[config.mk]
export PLATFORM = sky130hd
export DESIGN_NAME = prio_intc
export DESIGN_NICKNAME = d
export VERILOG_FILES = /design/src/rtl/intc_pkg.sv /design/src/rtl/intc_first_set.sv /design/src/rtl/intc_req_latch.sv /design/src/rtl/intc_svc_reg.sv /design/src/rtl/prio_intc.sv
export SDC_FILE = /design/constraint.sdc
export NUM_CORES = 1
export LEC_CHECK = 0
export BUFFER_PORTS_ARGS = -buffer_cell sky130_fd_sc_hd__buf_2
export CORE_MARGIN = 8
export CORE_UTILIZATION = 50
export CTS_CLUSTER_SIZE = 14
export DETAILED_ROUTE_END_ITERATION = 12
export PLACE_DENSITY = 0.74
export REMOVE_ABC_BUFFERS = 1
export SYNTH_ARGS = -nofsm -noshare
export SYNTH_HDL_FRONTEND = slang
export SYNTH_HIERARCHICAL = 1
export SYNTH_SLANG_ARGS = --single-unit
[constraint.sdc]
create_clock -name clk -period 2.2 [get_ports clk]
set_clock_uncertainty 0.1 [all_clocks]
set_input_delay 0.11 -clock clk [delete_from_list [all_inputs] [get_ports clk]]
set_output_delay 0.11 -clock clk [all_outputs]
set_load 0.005 [all_outputs]
[src/rtl/intc_pkg.sv]
package intc_pkg;
   typedef enum logic [1:0] {
      CFG_MASK = 2'd0,
      CFG_BASE = 2'd1,
      CFG_EOI  = 2'd2
   } cfg_addr_e;
endpackage

[src/rtl/intc_first_set.sv]
module intc_first_set #(
   parameter int N = 8,
   localparam int W = (N > 1) ? $clog2(N) : 1
) (
   input  logic [N-1:0] vec,
   output logic         found,
   output logic [W-1:0] idx,
   output logic [N-1:0] onehot
);
   always_comb begin
      found = 1'b0;
      idx   = '0;
      for (int i = N - 1; i >= 0; i--) begin
         if (vec[i]) begin
            found = 1'b1;
            idx   = W'(i);
         end
      end
      onehot = found ? (N'(1) << idx) : '0;
   end
endmodule

[src/rtl/intc_req_latch.sv]
module intc_req_latch #(
   parameter int N = 8
) (
   input  logic         clk,
   input  logic         rst_n,
   input  logic [N-1:0] irq,
   input  logic [N-1:0] clr,
   output logic [N-1:0] pend
);
   logic [N-1:0] irq_prev;

   always_ff @(posedge clk) begin
      if (!rst_n) irq_prev <= '0;
      else        irq_prev <= irq;
   end

   for (genvar g = 0; g < N; g++) begin : g_bit
      always_ff @(posedge clk) begin
         if (!rst_n)                      pend[g] <= 1'b0;
         else if (irq[g] && !irq_prev[g]) pend[g] <= 1'b1;
         else if (clr[g])                 pend[g] <= 1'b0;
      end
   end
endmodule

[src/rtl/intc_svc_reg.sv]
module intc_svc_reg #(
   parameter int N = 8
) (
   input  logic         clk,
   input  logic         rst_n,
   input  logic [N-1:0] set_oh,
   input  logic         retire,
   output logic [N-1:0] svc,
   output logic [N-1:0] allow
);
   localparam int W = (N > 1) ? $clog2(N) : 1;

   logic         top_found;
   logic [W-1:0] top_idx;
   logic [N-1:0] top_oh;

   intc_first_set #(.N(N)) u_top (
      .vec(svc), .found(top_found), .idx(top_idx), .onehot(top_oh)
   );

   always_ff @(posedge clk) begin
      if (!rst_n) svc <= '0;
      else        svc <= (svc & ~(retire ? top_oh : '0)) | set_oh;
   end

   // allow[i]: no level at or above priority i is in service
   assign allow[0] = ~svc[0];
   for (genvar g = 1; g < N; g++) begin : g_allow
      assign allow[g] = allow[g-1] & ~svc[g];
   end
endmodule

[src/rtl/prio_intc.sv]
module prio_intc #(
   parameter int N_LVL  = 8,
   parameter int DATA_W = 8,
   localparam int LVL_W  = $clog2(N_LVL),
   localparam int BASE_W = DATA_W - LVL_W
) (
   input  logic              clk,
   input  logic              rst_n,
   input  logic [N_LVL-1:0]  irq_in,
   input  logic              ack,
   input  logic              cfg_we,
   input  logic [1:0]        cfg_addr,
   input  logic [DATA_W-1:0] cfg_wdata,
   output logic              int_out,
   output logic [DATA_W-1:0] data_out,
   output logic              data_oe
);
   import intc_pkg::*;

   if (N_LVL < 2 || (1 << LVL_W) != N_LVL) begin : g_bad_lvl
      $error("N_LVL must be a power of two of at least 2");
   end
   if (BASE_W < 1 || N_LVL > DATA_W) begin : g_bad_w
      $error("DATA_W too narrow for N_LVL");
   end

   logic [N_LVL-1:0]  pend, svc, allow, mask_q, elig, win_oh, take_oh;
   logic [BASE_W-1:0] base_q;
   logic [LVL_W-1:0]  win_idx, lvl_q;
   logic              win_found, ack_phase, ack_first, ack_second, retire;

   assign ack_first  = ack && !ack_phase;
   assign ack_second = ack &&  ack_phase;
   assign retire     = cfg_we && (cfg_addr == CFG_EOI);
   assign take_oh    = ack_first ? win_oh : '0;

   intc_req_latch #(.N(N_LVL)) u_req (
      .clk(clk), .rst_n(rst_n), .irq(irq_in), .clr(take_oh), .pend(pend)
   );

   assign elig = pend & ~mask_q & allow;

   intc_first_set #(.N(N_LVL)) u_pick (
      .vec(elig), .found(win_found), .idx(win_idx), .onehot(win_oh)
   );

   intc_svc_reg #(.N(N_LVL)) u_svc (
      .clk(clk), .rst_n(rst_n), .set_oh(take_oh), .retire(retire),
      .svc(svc), .allow(allow)
   );

   always_ff @(posedge clk) begin
      if (!rst_n) begin
         mask_q    <= '0;
         base_q    <= '0;
         ack_phase <= 1'b0;
         lvl_q     <= '0;
      end else begin
         if (cfg_we && cfg_addr == CFG_MASK) mask_q <= cfg_wdata[N_LVL-1:0];
         if (cfg_we && cfg_addr == CFG_BASE) base_q <= cfg_wdata[DATA_W-1:LVL_W];
         if (ack) ack_phase <= ~ack_phase;
         if (ack_first) lvl_q <= win_found ? win_idx : '1;
      end
   end

   assign int_out  = |elig;
   assign data_oe  = ack_second;
   assign data_out = ack_second ? {base_q, lvl_q} : '0;
endmodule

# Word level (Yosys, flattened, before mapping)
# Cells that the tools add are included.
# Widths: inputs -> output; s select.
word_totals:
  out_inout_bits: 10
  wordCells: 126
  reg_bits: 41
classes:
  shift: 2
  eq_ne: 2
  n_mux: 54
  reduce_logical: 32
  bitwise: 22
ops:
  columns: ["op", "count"]
  rows:
  - ["$mux 3", 17]
  - ["$mux 8", 5]
  - ["$mux 1", 32]
  - ["$and 8x8->8", 3]
  - ["$not 8->8", 2]
  - ["$reduce_bool 2->1", 8]
  - ["$shl 1x3->8 const A", 2]
  - ["$logic_and 1x1->1", 13]
  - ["$logic_not 1->1", 9]
  - ["$not 1->1", 9]
  - ["$or 8x8->8", 1]
  - ["$reduce_or 8->1", 1]
  - ["$and 1x1->1", 7]
  - ["$eq 2x1->1 const B", 1]
  - ["$eq 2x2->1 const B", 1]
  - ["$logic_not 2->1", 1]

# Depth between registers and ports, before layout
depth:
  ltp_word: 22
  depth_mapped: 10
  ltp_nobuf: 10

# Modules after synthesis
# The synthesis kept the hierarchy.
modules_own_cells:
  columns: ["module", "seq_area_each_um2", "instances", "area_each_um2", "cells_per_inst"]
  rows:
  - ["prio_intc", 340.3, 1, 878.3, 99]
  - ["intc_req_latch", 320.3, 1, 559.3, 49]
  - ["intc_svc_reg", 160.2, 1, 357.8, 43]
  - ["intc_first_set", 0.0, 2, 140.1, 25]

# Worst setup path before layout
# No wires, ideal clock.
synth_timing:
  kind: "register to register"
  from: "register u_svc.svc[3]"
  to: "register u_svc.svc[6]"
  path_buffers: 0
  synth_period_minus_slack_ps: 2398
  setup_slack_ps: -198
  required_time_ps: 1967
  t_arrival_ps: 2166
  setup_time_ps: 133
  stages_incl_launch_ff: 11
  cell_sequence: "dfxtp_1 > or4_4 > inv_1 > nand2_1 > nor2_1 > nor2_1 > a221o_1 > nor2b_1 > and2_1 > o21ai_0 > a31oi_1"
synth_lines:
  columns: ["item", "line_no", "source"]
  rows:
  - ["start: declaration", "intc_svc_reg.sv:8", "output logic [N-1:0] svc,"]
  - ["start signal: assignment", "intc_svc_reg.sv:23", "else svc <= (svc & ~(retire ? top_oh : '0)) | set_oh;"]
  - ["$not 1->1 (*)", "intc_svc_reg.sv:29", "assign allow[g] = allow[g-1] & ~svc[g];"]
  - ["$and 1x1->1 (*)", "intc_svc_reg.sv:29", null]
  - ["via allow[3]", "prio_intc.sv:27", "logic [N_LVL-1:0] pend, svc, allow, mask_q, elig, win_oh, take_oh;"]
  - ["$and 8x8->8 (*)", "prio_intc.sv:41", "assign elig = pend & ~mask_q & allow;"]
  - ["via elig[3]", "prio_intc.sv:27", null]
  - ["$mux 3 (4 in a row)", "intc_first_set.sv:14", "if (vec[i]) begin"]
  - ["$shl 1x3->8", "intc_first_set.sv:19", "onehot = found ? (N'(1) << idx) : '0;"]
  - ["$mux 8 (*)", "intc_first_set.sv:19", null]
  - ["via win_oh[6]", "prio_intc.sv:27", null]
  - ["$mux 8 (*)", "prio_intc.sv:35", "assign take_oh = ack_first ? win_oh : '0;"]
  - ["via take_oh[6]", "prio_intc.sv:27", null]
  - ["$or 8x8->8 (*)", "intc_svc_reg.sv:23", null]
# The timed path passes the listed nets; every way through them passes the cells marked *.
# A chain may end at the register's enable or synchronous reset.

# Worst setup path in the final report
layout_timing:
  from: "register u_svc.svc[3]"
  to: "register u_req.pend[5]"
layout_lines:
  columns: ["item", "line_no", "source"]
  rows:
  - ["$not 1->1 (*)", "intc_svc_reg.sv:29", null]
  - ["$and 1x1->1 (*) (3 in a row)", "intc_svc_reg.sv:29", null]
  - ["via allow[5]", "prio_intc.sv:27", null]
  - ["$and 8x8->8 (*)", "prio_intc.sv:41", null]
  - ["via elig[5]", "prio_intc.sv:27", null]
  - ["$mux 3 (6 in a row)", "intc_first_set.sv:14", null]
  - ["$shl 1x3->8", "intc_first_set.sv:19", null]
  - ["$mux 8 (*)", "intc_first_set.sv:19", null]
  - ["via win_oh[5]", "prio_intc.sv:27", null]
  - ["$mux 8 (*)", "prio_intc.sv:35", null]
  - ["via take_oh[5]", "prio_intc.sv:27", null]
  - ["$reduce_bool 2->1 (no line) (*)", null, null]
  - ["end signal: indexed assignment", "intc_req_latch.sv:19", "if (!rst_n) pend[g] <= 1'b0;"]
  - ["end signal: indexed assignment", "intc_req_latch.sv:20", "else if (irq[g] && !irq_prev[g]) pend[g] <= 1'b1;"]
  - ["end signal: indexed assignment", "intc_req_latch.sv:21", "else if (clr[g]) pend[g] <= 1'b0;"]
  - ["end: declaration", "intc_req_latch.sv:8", "output logic [N-1:0] pend"]
# Marked as above.

==> results_dict.tcl <==
set metrics [dict create \
    status "finished, violations left" \
    vias 1798 \
    avgSynthCellArea_um2 8.700 \
    endpoint_kind "flop" \
    reg2reg_slack_ns -0.27 \
    io_pins 32 \
    required_ns 2.28 \
    drt_pass1_iterations 4 \
    h-tree-depth 2 \
    rr_endpoint "u_req/pend[5]" \
    grt_max_degree 42 \
    violations "setup timing" \
    vdd.ir_drop.worst_v 0.0004831 \
    die-height_um 79.95 \
    min_period_ns 2.474 \
    dr.first_iter.drc_count 65 \
    setup_viol 9 \
    worstSetupPathType "flop to flop" \
    totalWireLength_um 4718 \
    cts_max_path_buffers 2 \
    tightest_slew_ns 0.6528 \
    hold_viol 0 \
    start_kind "flop" \
    holdWs_ns 0.1427 \
    syn_inst 235 \
    coreArea_um2 3971 \
    ant_nets 0 \
    slew_headroom 0.5632 \
    syn_area_um2 2044 \
    die_w_um 79.95 \
    p_per_area_nw_per_um2 630.9 \
    drv_cap 0 \
    min_to "ack_phase" \
    fmax_mhz 404.2 \
    rsz0062_at_grt "true" \
    min-delay-path-class "primary input to flop" \
    setup_ws_ns -0.2739 \
    cts.root.buffer_cell "clkbuf_8" \
    fin_nets 323 \
    initial_core_util 0.5148 \
    reg2regPathDepth 11 \
    grt_pass1_vias 1754 \
    clock-sinks 41 \
    period_share 1.124 \
    crit_fanout 4 \
    hold_depth 3 \
    dp_slack_ns -0.2416 \
    area_growth_pct 33.48 \
    critPathArrivalTime_ns 2.56 \
    gr-total-overflow 0 \
    antennaDiodeCount 0 \
    port-buffer-count 31 \
    antenna_found_initial 0 \
    rows 23 \
    track_usage 0.1534 \
    die_area_um2 6391 \
    cts_tree "yes" \
    ys_warn_count 6 \
    drc 0 \
    viasPerCell 5.123 \
    numCtsBuffers 5 \
    hpwl_um 3277 \
    leakage_nw 1.203 \
    avgRoutedWirePerCell_um 13.44 \
    min_from "ack" \
    clock_latency_ns 0.29 \
    drv_slew 0 \
    clk_pin_slew_ns 0.07 \
    drive_above_1_share 0.3355 \
    finalWeightedCongestion 0.8783 \
    rr_startpoint "u_svc/svc[3]" \
    grt_pass1_wl_um 7859 \
    fillers 317 \
]
[power by group]
group | total (mW) | switching [mW] | internal [mW]
clock network | 0.487 | 0.238 | 0.249
logic | 0.424 | 0.200 | 0.223
registers | 0.811 | 0.0266 | 0.785
[per-layer routing]
metal  up-vias  global-route usage  share of wire
li1        934                   -              -
met1       831              0.1849           0.48
met2        29              0.2555           0.47
met3         4             0.04505          0.035
met4         0             0.04545          0.011
met5         -                   0              0
[critical path, stage by stage, from the launching register on]
cell      delay, ns
dfxtp_2        0.32
or4_4          0.58
nor3_2         0.19
nand2_1        0.10
nor2_2         0.13
nor2_1         0.05
a221o_1        0.34
buf_6          0.14
nor3_4         0.10
and2_4         0.18
nand2b_4       0.11
a21boi_1       0.05
[repair_timing]
item | CTS | global route
pin swaps | 9 | 13
endpoints found under the hold margin | 25 | 1
hold buffers | 15 | 1
setup buffers | 3 | 2
cloned | 0 | 0
endpoints found under the setup margin | 12 | 14
resized for setup | 15 | 20
[layout make-up]
cell class | count | area (µm²) | share of cell area
multi-input combinational | 171 | 1215 | 0.4452
sequential | 41 | 823.3 | 0.3017
timing repair buffer | 68 | 489.2 | 0.1793
tap | 50 | 62.56 | 0.02293
inverter | 14 | 52.55 | 0.01926
clock buffer | 7 | 86.33 | 0.03164
[worst max path at each step]
stage / from / end / slack [ns] / cells past startpoint
CTS: u_svc/svc[0] / u_svc/svc[6] / -0.20 / 11
finish: u_svc/svc[3] / u_req/pend[5] / -0.27 / 11
global route: u_svc/svc[3] / u_svc/svc[7] / -0.36 / 11
detailed placement: u_svc/svc[3] / u_req/pend[6] / -0.24 / 10
global placement: u_svc/svc[3] / u_svc/svc[6] / -0.21 / 10
floorplan: u_svc/svc[3] / u_svc/svc[6] / -0.21 / 10
[stage by stage]
stage | cells | area, µm² | power, mW | utilization | setup TNS [ns]
6_report | 351 | 2729 | 1.722 | 0.6871 | -1.767
5_1_grt | 351 | 2729 | 1.820 | 0.6871 | -3.031
4_1_cts | 350 | 2658 | 1.703 | 0.6692 | -1.597
3_5_place_dp | 325 | 2365 | 1.170 | 0.5955 | -1.543
3_3_place_gp | 325 | 2365 | 1.165 | 0.5955 | -1.173
2_1_floorplan | 226 | 1999 | 1.033 | - | -0.9096
[flip-flops by register name, indices dropped and copies added, names as in the netlist]
| register | count |
|---|---|
| mask_q | 8 |
| u_req/irq_prev | 8 |
| u_req/pend | 8 |
| u_svc/svc | 8 |
| base_q | 5 |
| lvl_q | 3 |
| ack_phase | 1 |
[cells in the final DEF, fill, tap and decap left out, types with 8 or more instances in the layout]
cell type	instances
dfxtp_1	39
buf_2	31
buf_4	19
nor2_1	18
nor2b_1	16
dlygate4sd3_1	16
nand2b_1	15
mux2i_1	13
inv_1	12
and2_1	10
nand2_1	9
and3_1	8
and2_2	8
a31oi_1	8
No activity file was read; power rests on OpenSTA's default activity.
